$ cat src/rtl/tmr_pkg.sv
`timescale 1ns/1ps
package tmr_pkg;
    typedef enum logic {
        ST_IDLE  = 1'b0,
        ST_COUNT = 1'b1
    } tmr_state_e;

    localparam int unsigned OFS_STATUS  = 0;
    localparam int unsigned OFS_CONTROL = 1;
    localparam int unsigned OFS_PER_LO  = 2;
    localparam int unsigned OFS_PER_HI  = 3;
    localparam int unsigned OFS_SNAP_LO = 4;
    localparam int unsigned OFS_SNAP_HI = 5;

    localparam int unsigned CTL_IE    = 0;
    localparam int unsigned CTL_CONT  = 1;
    localparam int unsigned CTL_START = 2;
    localparam int unsigned CTL_STOP  = 3;
endpackage

$ cat src/rtl/tmr_regfile.sv
`timescale 1ns/1ps
module tmr_regfile
    import tmr_pkg::*;
#(
    parameter int DW = 16,
    parameter int AW = 3
) (
    input  logic            clk,
    input  logic            rst_n,
    input  logic            sel,
    input  logic            wr_en,
    input  logic [AW-1:0]   addr,
    input  logic [DW-1:0]   wdata,
    input  logic [2*DW-1:0] cnt,
    input  logic            running,
    input  logic            to_flag,
    output logic [DW-1:0]   rdata,
    output logic            int_en,
    output logic            cont_mode,
    output logic            start_cmd,
    output logic            stop_cmd,
    output logic            to_clr,
    output logic            per_wr,
    output logic [2*DW-1:0] per_q,
    output logic [2*DW-1:0] per_load
);
    localparam int CW = 2 * DW;

    logic          wr;
    logic          ctrl_wr, lo_wr, hi_wr, snap_wr;
    logic [CW-1:0] snap_q;

    assign wr        = sel && wr_en;
    assign to_clr    = wr && (addr == AW'(OFS_STATUS));
    assign ctrl_wr   = wr && (addr == AW'(OFS_CONTROL));
    assign lo_wr     = wr && (addr == AW'(OFS_PER_LO));
    assign hi_wr     = wr && (addr == AW'(OFS_PER_HI));
    assign snap_wr   = wr && ((addr == AW'(OFS_SNAP_LO)) || (addr == AW'(OFS_SNAP_HI)));
    assign per_wr    = lo_wr || hi_wr;
    assign start_cmd = ctrl_wr && wdata[CTL_START];
    assign stop_cmd  = ctrl_wr && wdata[CTL_STOP];

    // merged period as it will stand after this edge
    always_comb begin
        per_load = per_q;
        if (lo_wr) per_load[DW-1:0]  = wdata;
        if (hi_wr) per_load[CW-1:DW] = wdata;
    end

    always_ff @(posedge clk or negedge rst_n) begin
        if (!rst_n) begin
            per_q     <= '0;
            snap_q    <= '0;
            int_en    <= 1'b0;
            cont_mode <= 1'b0;
        end else begin
            if (per_wr)  per_q  <= per_load;
            if (snap_wr) snap_q <= cnt;
            if (ctrl_wr) begin
                int_en    <= wdata[CTL_IE];
                cont_mode <= wdata[CTL_CONT];
            end
        end
    end

    always_comb begin
        rdata = '0;
        unique case (addr)
            AW'(OFS_STATUS):  rdata = DW'({running, to_flag});
            AW'(OFS_CONTROL): rdata = DW'({cont_mode, int_en});
            AW'(OFS_PER_LO):  rdata = per_q[DW-1:0];
            AW'(OFS_PER_HI):  rdata = per_q[CW-1:DW];
            AW'(OFS_SNAP_LO): rdata = snap_q[DW-1:0];
            AW'(OFS_SNAP_HI): rdata = snap_q[CW-1:DW];
            default:          rdata = '0;
        endcase
    end

    AST_SNAP_HOLD: assert property (@(posedge clk) disable iff (!rst_n)
        !snap_wr |=> $stable(snap_q));
    AST_SNAP_TAKE: assert property (@(posedge clk) disable iff (!rst_n)
        snap_wr |=> snap_q == $past(cnt));
endmodule

$ cat src/rtl/tmr_counter.sv
`timescale 1ns/1ps
module tmr_counter
    import tmr_pkg::*;
#(
    parameter int CW = 32
) (
    input  logic          clk,
    input  logic          rst_n,
    input  logic          start_cmd,
    input  logic          stop_cmd,
    input  logic          per_wr,
    input  logic          to_clr,
    input  logic          cont_mode,
    input  logic [CW-1:0] per_q,
    input  logic [CW-1:0] per_load,
    output logic [CW-1:0] cnt_q,
    output logic          running,
    output logic          to_q
);
    tmr_state_e    state_q, state_d;
    logic [CW-1:0] cnt_d;
    logic          quiet, expire;

    assign quiet   = !start_cmd && !stop_cmd && !per_wr;
    assign expire  = (state_q == ST_COUNT) && (cnt_q == '0) && quiet;
    assign running = (state_q == ST_COUNT);

    // state register
    always_ff @(posedge clk or negedge rst_n) begin
        if (!rst_n) state_q <= ST_IDLE;
        else        state_q <= state_d;
    end

    // next state and count
    always_comb begin
        state_d = state_q;
        cnt_d   = cnt_q;
        if (per_wr) begin                       // PERIOD_WRITE
            state_d = ST_IDLE;
            cnt_d   = per_load;
        end else if (stop_cmd) begin            // STOP (beats START)
            state_d = ST_IDLE;
        end else if (start_cmd) begin           // START
            state_d = ST_COUNT;
            cnt_d   = per_q;
        end else begin
            unique case (state_q)
                ST_IDLE: begin
                    state_d = ST_IDLE;
                end
                ST_COUNT: begin
                    if (cnt_q == '0) begin
                        if (cont_mode) begin    // EXPIRE_RELOAD
                            state_d = ST_COUNT;
                            cnt_d   = per_q;
                        end else begin          // EXPIRE_HALT
                            state_d = ST_IDLE;
                        end
                    end else begin              // TICK
                        cnt_d = cnt_q - 1'b1;
                    end
                end
                default: state_d = ST_IDLE;
            endcase
        end
    end

    always_ff @(posedge clk or negedge rst_n) begin
        if (!rst_n) begin
            cnt_q <= '0;
            to_q  <= 1'b0;
        end else begin
            cnt_q <= cnt_d;
            if (expire)      to_q <= 1'b1;
            else if (to_clr) to_q <= 1'b0;
        end
    end

    AST_START_LOADS: assert property (@(posedge clk) disable iff (!rst_n)
        start_cmd && !stop_cmd && !per_wr |=> running && cnt_q == $past(per_q));
    AST_DECREMENT: assert property (@(posedge clk) disable iff (!rst_n)
        running && cnt_q != '0 && quiet |=> running && cnt_q == $past(cnt_q) - 1'b1);
    AST_ONESHOT_END: assert property (@(posedge clk) disable iff (!rst_n)
        running && cnt_q == '0 && quiet && !cont_mode |=> !running && to_q);
    AST_CONT_RELOAD: assert property (@(posedge clk) disable iff (!rst_n)
        running && cnt_q == '0 && quiet && cont_mode |=> running && to_q && cnt_q == $past(per_q));
    AST_STOP_HALTS: assert property (@(posedge clk) disable iff (!rst_n)
        stop_cmd |=> !running && $stable(cnt_q));
    AST_TO_CLEAR: assert property (@(posedge clk) disable iff (!rst_n)
        to_clr && !(running && cnt_q == '0 && quiet) |=> !to_q);
    AST_TO_STICKY: assert property (@(posedge clk) disable iff (!rst_n)
        to_q && !to_clr |=> to_q);
    AST_PER_WR_STOPS: assert property (@(posedge clk) disable iff (!rst_n)
        per_wr |=> !running && cnt_q == $past(per_load));
endmodule

$ cat src/rtl/ivl_timer_top.sv
`timescale 1ns/1ps
module ivl_timer_top
    import tmr_pkg::*;
#(
    parameter int DW = 16,
    parameter int AW = 3
) (
    input  logic          clk,
    input  logic          rst_n,
    input  logic          sel,
    input  logic          wr_en,
    input  logic [AW-1:0] addr,
    input  logic [DW-1:0] wdata,
    output logic [DW-1:0] rdata,
    output logic          irq
);
    localparam int CW = 2 * DW;

    logic [CW-1:0] cnt, per_q, per_load;
    logic running, to_flag, int_en, cont_mode;
    logic start_cmd, stop_cmd, to_clr, per_wr;

    tmr_regfile #(.DW(DW), .AW(AW)) u_regs (
        .clk(clk), .rst_n(rst_n), .sel(sel), .wr_en(wr_en), .addr(addr),
        .wdata(wdata), .cnt(cnt), .running(running), .to_flag(to_flag),
        .rdata(rdata), .int_en(int_en), .cont_mode(cont_mode),
        .start_cmd(start_cmd), .stop_cmd(stop_cmd), .to_clr(to_clr),
        .per_wr(per_wr), .per_q(per_q), .per_load(per_load)
    );

    tmr_counter #(.CW(CW)) u_cnt (
        .clk(clk), .rst_n(rst_n), .start_cmd(start_cmd), .stop_cmd(stop_cmd),
        .per_wr(per_wr), .to_clr(to_clr), .cont_mode(cont_mode),
        .per_q(per_q), .per_load(per_load), .cnt_q(cnt),
        .running(running), .to_q(to_flag)
    );

    assign irq = to_flag && int_en;

    AST_IRQ_RISE: assert property (@(posedge clk) disable iff (!rst_n)
        $rose(irq) |-> $rose(to_flag) || $rose(int_en));
endmodule

$ cat config.mk
export PLATFORM = sky130hd
export DESIGN_NAME = ivl_timer_top
export DESIGN_NICKNAME = d
export VERILOG_FILES = /design/src/rtl/tmr_pkg.sv /design/src/rtl/tmr_regfile.sv /design/src/rtl/tmr_counter.sv /design/src/rtl/ivl_timer_top.sv
export SDC_FILE = /design/constraint.sdc
export NUM_CORES = 1
export LEC_CHECK = 0
export ABC_CLOCK_PERIOD_IN_PS = 3900
export BUFFER_PORTS_ARGS = -buffer_cell sky130_fd_sc_hd__buf_2
export CAP_MARGIN = 20
export CORE_MARGIN = 3
export CORE_UTILIZATION = 68
export CTS_BUF_LIST = sky130_fd_sc_hd__clkbuf_2 sky130_fd_sc_hd__clkbuf_4 sky130_fd_sc_hd__clkbuf_8
export DETAILED_ROUTE_END_ITERATION = 10
export PLACE_DENSITY = 0.89
export SLEW_MARGIN = 25
export SYNTH_ARGS = -nofsm -noshare
export SYNTH_HDL_FRONTEND = slang
export SYNTH_SLANG_ARGS = --single-unit
$ cat constraint.sdc
create_clock -name clk -period 3.9 [get_ports clk]
set_input_delay 0.585 -clock clk [delete_from_list [all_inputs] [get_ports clk]]
set_output_delay 0.585 -clock clk [all_outputs]
set_load 0.05 [all_outputs]
==> flow_summary.yaml, run 1 <==
setup_path:
  critPathLaunch: "u_cnt.cnt_q[25]$_DFFE_PN0P_"
  cp_num_buf_inv: 1
  r2r_start: "u_cnt.cnt_q[25]$_DFFE_PN0P_"
  critPathMaxFanout: 11
  worst_path_max_delay_cell: "or4_4"
  arrival_ns: 3.48
  endpoint_kind: "register"
  startpoint_type: "register"
  critical_path.cell_chain: "or4_4, nor4_4, nand4_1, buf_4, nand2_1, o221ai_1, a2bb2oi_1"
  crit_family: "simple AND/OR/NAND/NOR gates"
  required_ns: 4.19
  cpPeakStageDelay_ns: 0.57
  r2r_cells: 7
  crit_type: "register to register"
  cp.depth: 7
final_layout:
  nets: 608
  num_antenna_cells: 0
  fin_area_um2: 6210
  fillCellCount: 549
  syn2layout_area_growth_pct: 8.32
  layout-drive-gt1-share_pct: 26.0
clock_network:
  cts_root_buf: "clkbuf_8"
  h-tree-depth: 3
  cts_resized: 0
  hold_buffers: 0
  clockBufferDepth: 2
  clkLatencyLatePin_ns: 0.38
  cts_made_buffers: 9
  cts_tree: "yes"
  cts_setup_buffers: 0
  clk_pin_slew_worst_paths_ns: 0.10
  cts.sinks: 100
grt:
  grt-ovfl-total: 0
  antenna_found_initial: 1
  grt.total_usage_pct: 37.5
  grt_max_degree: 79
  grt_pass1_wl_um: 27700
  grt_pass1_vias: 5028
power_and_ir_drop:
  cellInternalPower_mw: 2.26
  p_comb_share_pct: 35.4
  powerDensity_nw_per_um2: 623
  swShare_pct: 41.6
  power.static_leakage_nw: 2.76
  p_switching_mw: 1.61
  clkPwrFrac_pct: 16.7
  p_seq_share_pct: 47.9
  peakVddDrop_v: 0.000371
synth:
  yosys_warnings: 0
  synth_cell_types: 59
  synth_area_per_cell_um2: 10.3
  netlist_instances: 555
  ys_async_sr_fraction_pct: 100
  synth_top_area_cell: "dfrtp_1"
  synth_edf_count: 0
  netlist.area_leader.share_pct: 43.7
  ys_seq_area_share_pct: 43.7
  syn_area_um2: 5730
  syn_nets: 580
  ys.flop_type: "dfrtp_1"
  synth_area_leaders: "dfrtp_1, mux2_2, mux2i_1"
  synth.ff_latch_count: 100
drt:
  drcViolationCount: 0
  drt_iter0_markers: 499
  ant_nets: 0
  wl_um: 17400
  viasPerCell: 7.28
  routed-via-count: 5025
  drt_first_pass_iters: 6
  wire_per_inst_um: 25.3
timing:
  setup_tns_ns: 0
  relSlewSlack_pct: 51.3
  slew_violations: 0
  finClkSkew_ns: 0.0166
  period_share_pct: 81.8
  fmax_ghz: 0.314
  setup-violations-final: 0
  period_minus_slack_ns: 3.19
  hold_viol_final: 0
  tightest_slew_ns: 0.724
  rsz0062_at_grt: "no"
hold_path:
  hold_path_class: "input pin to async pin"
run_status:
  status: "finished, final reports clean"
floorplanning:
  io_pins: 40
  rows: 32
  start_util_pct: 71.9
  dieArea_um2: 9560
  core_area_um2: 7970
  fp.dieH_um: 97.8
  die_w_um: 97.8
placement:
  gp_congestion: 1.04
  placed_cell_area_um2: 6010
  port_buffers: 39
  dp_hpwl_um: 12500
flow_run:
  maxCapViolations: 0
[state kept, by name (all words and copies together), names as in the netlist]
name	cells
u_cnt.running	1
u_regs.cont_mode	1
u_regs.snap_q	32
u_regs.int_en	1
u_cnt.cnt_q	32
u_regs.per_q	32
u_cnt.to_q	1
[through the flow]
stage	utilization (%)	cells	worst slack, ns	total power [mW]	hold WS, ns
finish	77.9	690	0.711	3.86	0.228
global placement	75.5	674	0.890	3.11	0.466
detailed placement	75.5	674	0.840	3.18	0.484
global route	77.9	690	0.709	4.06	0.282
floorplan	-	555	0.620	2.71	0.289
CTS	77.8	690	0.870	3.81	0.403
[path summary, 6_finish.rpt]
kind	endpoint	slack (ns)
max	u_cnt.cnt_q[24]$_DFFE_PN0P_	0.71
min	u_regs.snap_q[19]$_DFFE_PN0P_	0.23
max reg2reg	u_cnt.cnt_q[24]$_DFFE_PN0P_	0.71
min reg2reg	u_regs.snap_q[1]$_DFFE_PN0P_	0.50
max in group asynchronous	u_regs.per_q[2]$_DFFE_PN0P_	2.97
min in group clk	u_regs.per_q[12]$_DFFE_PN0P_	0.47
[placed cells by master, fill, tap and decap left out, drive strengths merged, types with 5 or more instances in the layout]
cell,instances
a21oi,30
inv,12
clkbuf,11
mux2,61
or3,5
xnor2,11
nor3,21
a2bb2oi,5
nand2,36
a221o,5
or4,7
dfrtp,100
o22ai,17
nor4,9
and2,8
a211oi,8
nand3,11
nor2,27
mux2i,42
buf,56
nand4,9
o211ai,5
o31ai,6
o21ai,28
o221ai,5
[power groups by stage]
| stage | Clock (mW) | Sequential, mW | Combinational (mW) |
|---|---|---|---|
| floorplan | 0 | 1.61 | 1.10 |
| global placement | 0 | 1.82 | 1.29 |
| detailed placement | 0 | 1.84 | 1.34 |
| CTS | 0.645 | 1.82 | 1.35 |
| global route | 0.694 | 1.89 | 1.48 |
| finish | 0.644 | 1.85 | 1.37 |
[cell type report]
type | instances | area, µm² | area share [%]
multi-input combinational | 407 | 3030 | 48.7
sequential | 100 | 2500 | 40.3
timing repair buffer | 56 | 329 | 5.30
clock buffer | 11 | 145 | 2.34
tap | 102 | 128 | 2.06
clock inverter | 5 | 42.5 | 0.685
inverter | 9 | 33.8 | 0.544
[synthesized netlist by cell type, types with 5 or more instances]
library cell / n
nand4_1: 9
o211ai_1: 5
a21oi_1: 30
and2_1: 8
clkbuf_1: 26
buf_2: 8
or4_1: 5
nor3_1: 21
mux2_2: 61
o22ai_1: 17
nand3_1: 11
a221o_1: 5
o31ai_1: 6
o221ai_1: 5
a211oi_1: 6
nand2_1: 35
o21ai_0: 28
or3_1: 5
mux2i_1: 42
xnor2_1: 11
inv_1: 8
nor2_1: 25
nor4_1: 7
dfrtp_1: 100
[per-layer routing]
metal  vias up  routed length (µm)  GRT usage, %
met3        74                2310          10.7
met2       378                7810          55.5
met4         2                 608          14.0
met1      2419                6700          52.9
li1       2152                   -             -
met5         -                  13             0
[worst register-to-register path: stages (launching register included)]
cell and delay (ns):
dfrtp_1 0.50, or4_4 0.57, nor4_4 0.52, nand4_1 0.51, buf_4 0.35, nand2_1 0.28, o221ai_1 0.17, a2bb2oi_1 0.20
[kinds of logic (layout without fill, tap and decap cells)]
| kind of cell | after synthesis | count (layout) | synth area share [%] |
|---|---|---|---|
| DFF | 100 | 100 | 43.7 |
| adders and majority gates | 2 | 2 | 0.437 |
| buffers and inverters | 48 | 81 | 3.58 |
| and+or+nand+nor | 154 | 154 | 14.8 |
| muxes | 104 | 104 | 19.7 |
| AOI/OAI and AO/OA | 132 | 132 | 15.5 |
| xor gates and xnor gates | 15 | 15 | 2.29 |
Power figures use the tool's default switching activity.
==> inputs of run 2 (changes only) <==
Settings changed: ABC_CLOCK_PERIOD_IN_PS 3900 to 3150, CORE_UTILIZATION 68 to 63, PLACE_DENSITY 0.89 to 0.84.
Clock period 3.9 ns to 3.15 ns, I/O delays scaled along.
==> flow_summary.yaml, run 2 (synthesis results as in run 1) <==
setup_path:
  critPathMaxFanout: 10
  crit_family: "simple AND/OR/NAND/NOR gates"
  required_ns: 3.39
  r2r-end: "u_cnt.cnt_q[11]$_DFFE_PN0P_"
  cpPeakStageDelay_ns: 0.66
  worst_path_max_delay_cell: "or4_1"
  endpoint_kind: "register"
  r2r_cells: 7
  r2r_slack_ns: 0.13
  arrival_ns: 3.26
  r2r_start: "u_cnt.cnt_q[18]$_DFFE_PN0P_"
  startpoint_type: "register"
  crit_type: "register to register"
  critical_path.cell_chain: "or4_1, or4_4, nor4_4, buf_4, nor3_1, a211oi_1, o21ai_0"
  cp_num_buf_inv: 1
grt:
  antenna_found_initial: 0
  grt_pass1_vias: 4976
  grt_max_degree: 60
  grt.total_usage_pct: 36.6
  grt-ovfl-total: 0
  grt_pass1_wl_um: 28300
power_and_ir_drop:
  powerDensity_nw_per_um2: 780
  power.static_leakage_nw: 2.86
  peakVddDrop_v: 0.000437
  p_total_mw: 4.96
timing:
  period_share_pct: 95.8
  tightest_slew_ns: 1.06
  fmax_ghz: 0.331
  layout_setup_ws_ns: 0.133
  relSlewSlack_pct: 29.1
  rsz0062_at_grt: "no"
  slew_violations: 0
  setup-violations-final: 0
  setup_tns_ns: 0
  period_minus_slack_ns: 3.02
  finClkSkew_ns: 0.0126
  hold_viol_final: 0
clock_network:
  cts.sinks: 100
  cts_setup_buffers: 0
  clockBufferDepth: 2
  h-tree-depth: 3
  clkLatencyLatePin_ns: 0.37
  hold_buffers: 0
  cts_made_buffers: 9
  clk_pin_slew_worst_paths_ns: 0.10
  cts_tree: "yes"
  cts_root_buf: "clkbuf_8"
  cts_resized: 0
floorplanning:
  core_area_um2: 8760
  io_pins: 40
  fp.dieH_um: 101
  start_util_pct: 65.4
  die_w_um: 101
  rows: 34
  dieArea_um2: 10300
run_status:
  status: "finished, final reports clean"
final_layout:
  top_regs: "u_cnt.cnt_q: 32 flops, u_regs.per_q: 32 flops, u_regs.snap_q: 32 flops"
  layout-drive-gt1-share_pct: 28.0
  final_common_cell: "dfrtp_1"
  syn2layout_area_growth_pct: 11.0
  nets: 624
  final_cell_mix: "dfrtp_1, mux2_2, mux2i_1, buf_2, nand2_1"
  fillCellCount: 652
  layoutNonFillerInstCount: 712
  num_antenna_cells: 0
placement:
  gp_congestion: 1.02
  dp_hpwl_um: 13400
  dp_slack_ns: 0.209
  dp.cells: 696
  port_buffers: 39
drt:
  drcViolationCount: 0
  ant_nets: 0
  drt_iter0_markers: 399
  routed-via-count: 4997
  wire_per_inst_um: 25.3
  drt_first_pass_iters: 5
  viasPerCell: 7.02
  wl_um: 18000
flow_run:
  maxCapViolations: 0
hold_path:
  hold_path_class: "input pin to async pin"
## run 2: layout make-up
type	instances	area (µm²)	area share [%]
Multi-Input combinational cell	407	3030	47.6
Sequential cell	100	2500	39.4
Timing Repair Buffer	72	445	7.01
Clock buffer	12	159	2.50
Tap cell	108	135	2.13
Clock inverter	4	56.3	0.886
Inverter	9	33.8	0.531
## run 2: worst max path at each step
| stage | startpoint | end | slack, ns | depth (start not counted) |
|---|---|---|---|---|
| after detailed placement | u_cnt.cnt_q[18]$_DFFE_PN0P_ | u_cnt.cnt_q[11]$_DFFE_PN0P_ | 0.21 | 7 |
| after CTS | u_cnt.cnt_q[18]$_DFFE_PN0P_ | u_cnt.cnt_q[11]$_DFFE_PN0P_ | 0.22 | 7 |
| after global routing | u_cnt.cnt_q[18]$_DFFE_PN0P_ | u_cnt.cnt_q[11]$_DFFE_PN0P_ | 0.08 | 7 |
| after floorplan | addr[0] | rdata[10] | 0.1 | 5 |
| final | u_cnt.cnt_q[18]$_DFFE_PN0P_ | u_cnt.cnt_q[11]$_DFFE_PN0P_ | 0.13 | 7 |
| after global placement | u_cnt.cnt_q[18]$_DFFE_PN0P_ | u_cnt.cnt_q[11]$_DFFE_PN0P_ | 0.18 | 7 |
## run 2: power breakdown
group / internal (mW) / switching [mW] / leakage (nW) / total, mW
clock network: 0.426 / 0.454 / 0.111 / 0.880
logic: 0.810 / 1.06 / 1.50 / 1.87
registers: 1.71 / 0.492 / 1.25 / 2.21
## run 2: worst reg2reg max path: stages, from the launching register on
cell and delay, ns:
dfrtp_1 0.48, or4_1 0.66, or4_4 0.50, nor4_4 0.33, buf_4 0.26, nor3_1 0.08
a211oi_1 0.44, o21ai_0 0.16
## run 2: per-layer routing
layer / GRT usage [%] / wire length [µm]
met1: 52.5 / 7690
met2: 55.1 / 8010
met3: 9.16 / 1840
met4: 10.7 / 452
met5: 0 / 0
## run 2: metrics by stage
| step | cell area [µm²] | hold WS (ns) | util, % |
|---|---|---|---|
| floorplan | 5730 | 0.177 | - |
| global placement | 6140 | 0.467 | 70.1 |
| detailed placement | 6140 | 0.482 | 70.1 |
| CTS | 6360 | 0.192 | 72.5 |
| global route | 6360 | 0.206 | 72.5 |
| finish | 6360 | 0.155 | 72.5 |
==> inputs of run 3 (changes only) <==
Settings changed: ABC_CLOCK_PERIOD_IN_PS 3150 to not set, REMOVE_ABC_BUFFERS set to 1.
==> flow_summary.yaml, run 3 (synthesis results as in run 1) <==
setup_path:
  cp_num_buf_inv: 1
  r2r_slack_ns: 0.28
  r2r_start: "u_cnt.cnt_q[18]$_DFFE_PN0P_"
  critPathLaunch: "u_cnt.cnt_q[18]$_DFFE_PN0P_"
  crit_family: "simple AND/OR/NAND/NOR gates"
  startpoint_type: "register"
  cp.depth: 7
  cpPeakStageDelay_ns: 0.63
  critPathMaxFanout: 10
  crit_type: "register to register"
  worst_setup_path_endpoint: "u_cnt.cnt_q[24]$_DFFE_PN0P_"
  required_ns: 3.39
  endpoint_kind: "register"
  worst_path_max_delay_cell: "or4_1"
  r2r_cells: 7
  r2r-end: "u_cnt.cnt_q[24]$_DFFE_PN0P_"
  arrival_ns: 3.11
  critical_path.cell_chain: "or4_1, or4_4, nor4_4, buf_4, o21ai_0, o221ai_1, a2bb2oi_1"
drt:
  drt_first_pass_iters: 5
  drt_iter0_markers: 388
  viasPerCell: 7.03
  wire_per_inst_um: 24.4
  routed-via-count: 4947
  wl_um: 17200
  ant_nets: 0
  drcViolationCount: 0
placement:
  dp_slack_ns: 0.332
  dp.cells: 688
  dp_hpwl_um: 12400
  gp_congestion: 0.959
  placed_cell_area_um2: 6100
  port_buffers: 39
final_layout:
  final_common_cell: "dfrtp_1"
  top_regs: "u_cnt.cnt_q: 32 flops, u_regs.per_q: 32 flops, u_regs.snap_q: 32 flops"
  layout-drive-gt1-share_pct: 27.0
  fillCellCount: 662
  syn2layout_area_growth_pct: 9.98
  utilization_pct: 71.9
  seq_area_um2: 2500
  multi_input_area_um2: 3030
  nets: 616
  final_cell_mix: "dfrtp_1, mux2_2, mux2i_1, buf_2, nand2_1"
  num_antenna_cells: 0
  fin_area_um2: 6300
  layoutNonFillerInstCount: 704
floorplanning:
  dieArea_um2: 10300
  core_area_um2: 8760
  io_pins: 40
  fp.dieH_um: 101
  start_util_pct: 65.4
  rows: 34
  die_w_um: 101
grt:
  grt.total_usage_pct: 35.2
  grt-ovfl-total: 0
  grt_max_degree: 53
  antenna_found_initial: 0
  grt_pass1_vias: 4859
  grt_pass1_wl_um: 27400
clock_network:
  hold_buffers: 0
  clockBufferDepth: 2
  cts_resized: 0
  cts_made_buffers: 9
  h-tree-depth: 3
  cts_tree: "yes"
  clk_pin_slew_worst_paths_ns: 0.10
  cts.sinks: 100
  clkLatencyLatePin_ns: 0.36
  cts_setup_buffers: 0
  cts_root_buf: "clkbuf_8"
timing:
  layout_setup_ws_ns: 0.284
  fmax_ghz: 0.349
  period_minus_slack_ns: 2.87
  setup-violations-final: 0
  slew_violations: 0
  finClkSkew_ns: 0.0169
  relSlewSlack_pct: 38.1
  tightest_slew_ns: 0.929
  period_share_pct: 91.0
  rsz0062_at_grt: "no"
  hold_viol_final: 0
hold_path:
  hold_path_class: "input pin to async pin"
flow_run:
  maxCapViolations: 0
power_and_ir_drop:
  peakVddDrop_v: 0.000423
  powerDensity_nw_per_um2: 764
  power.static_leakage_nw: 2.82
  p_total_mw: 4.81
run_status:
  status: "finished, final reports clean"
run 3: cell type report:
cell class / count / share of cell area, %
clock inverters: 6 / 1.11
clock buffers: 10 / 2.08
inverters: 9 / 0.536
multi-input cells: 407 / 48.1
repair buffers: 64 / 6.31
well taps: 108 / 2.14
flip-flops and latches: 100 / 39.7
run 3: per-stage QoR:
stage               hold slack, ns  TNS, ns
global placement             0.463        0
finish                       0.127        0
global route                 0.156        0
detailed placement           0.469        0
CTS                          0.148        0
floorplan                    0.177    -6.22
run 3: routing by layer:
metal,track usage [%],routed length [µm],vias to the layer above
li1,-,-,2175
met1,47.6,7180,2470
met2,56.2,8110,266
met3,6.75,1470,36
met4,13.7,452,0
met5,0,0,-
run 3: how the worst min path moves through the flow:
stage                                   from                            end  slack (ns)  cells after the start
6_report                               rst_n    u_cnt.cnt_q[13]$_DFFE_PN0P_        0.13                      1
5_1_grt                                rst_n  u_regs.snap_q[29]$_DFFE_PN0P_        0.16                      1
4_1_cts                                rst_n  u_regs.snap_q[13]$_DFFE_PN0P_        0.15                      1
3_5_place_dp    u_regs.snap_q[0]$_DFFE_PN0P_   u_regs.snap_q[0]$_DFFE_PN0P_        0.47                      2
3_3_place_gp   u_regs.snap_q[27]$_DFFE_PN0P_  u_regs.snap_q[27]$_DFFE_PN0P_        0.46                      2
2_1_floorplan                          rst_n     u_cnt.cnt_q[0]$_DFFE_PN0P_        0.18                      0
run 3: worst register-to-register path, cell delays in order, from the launching register on:
cell       delay (ns)
dfrtp_1          0.47
or4_1            0.63
or4_4            0.49
nor4_4           0.38
buf_4            0.26
o21ai_0          0.17
o221ai_1         0.25
a2bb2oi_1        0.10
run 3: power by group:
group	internal, mW	switching [mW]
clock	0.386	0.480
combinational	0.765	0.958
sequential	1.71	0.512
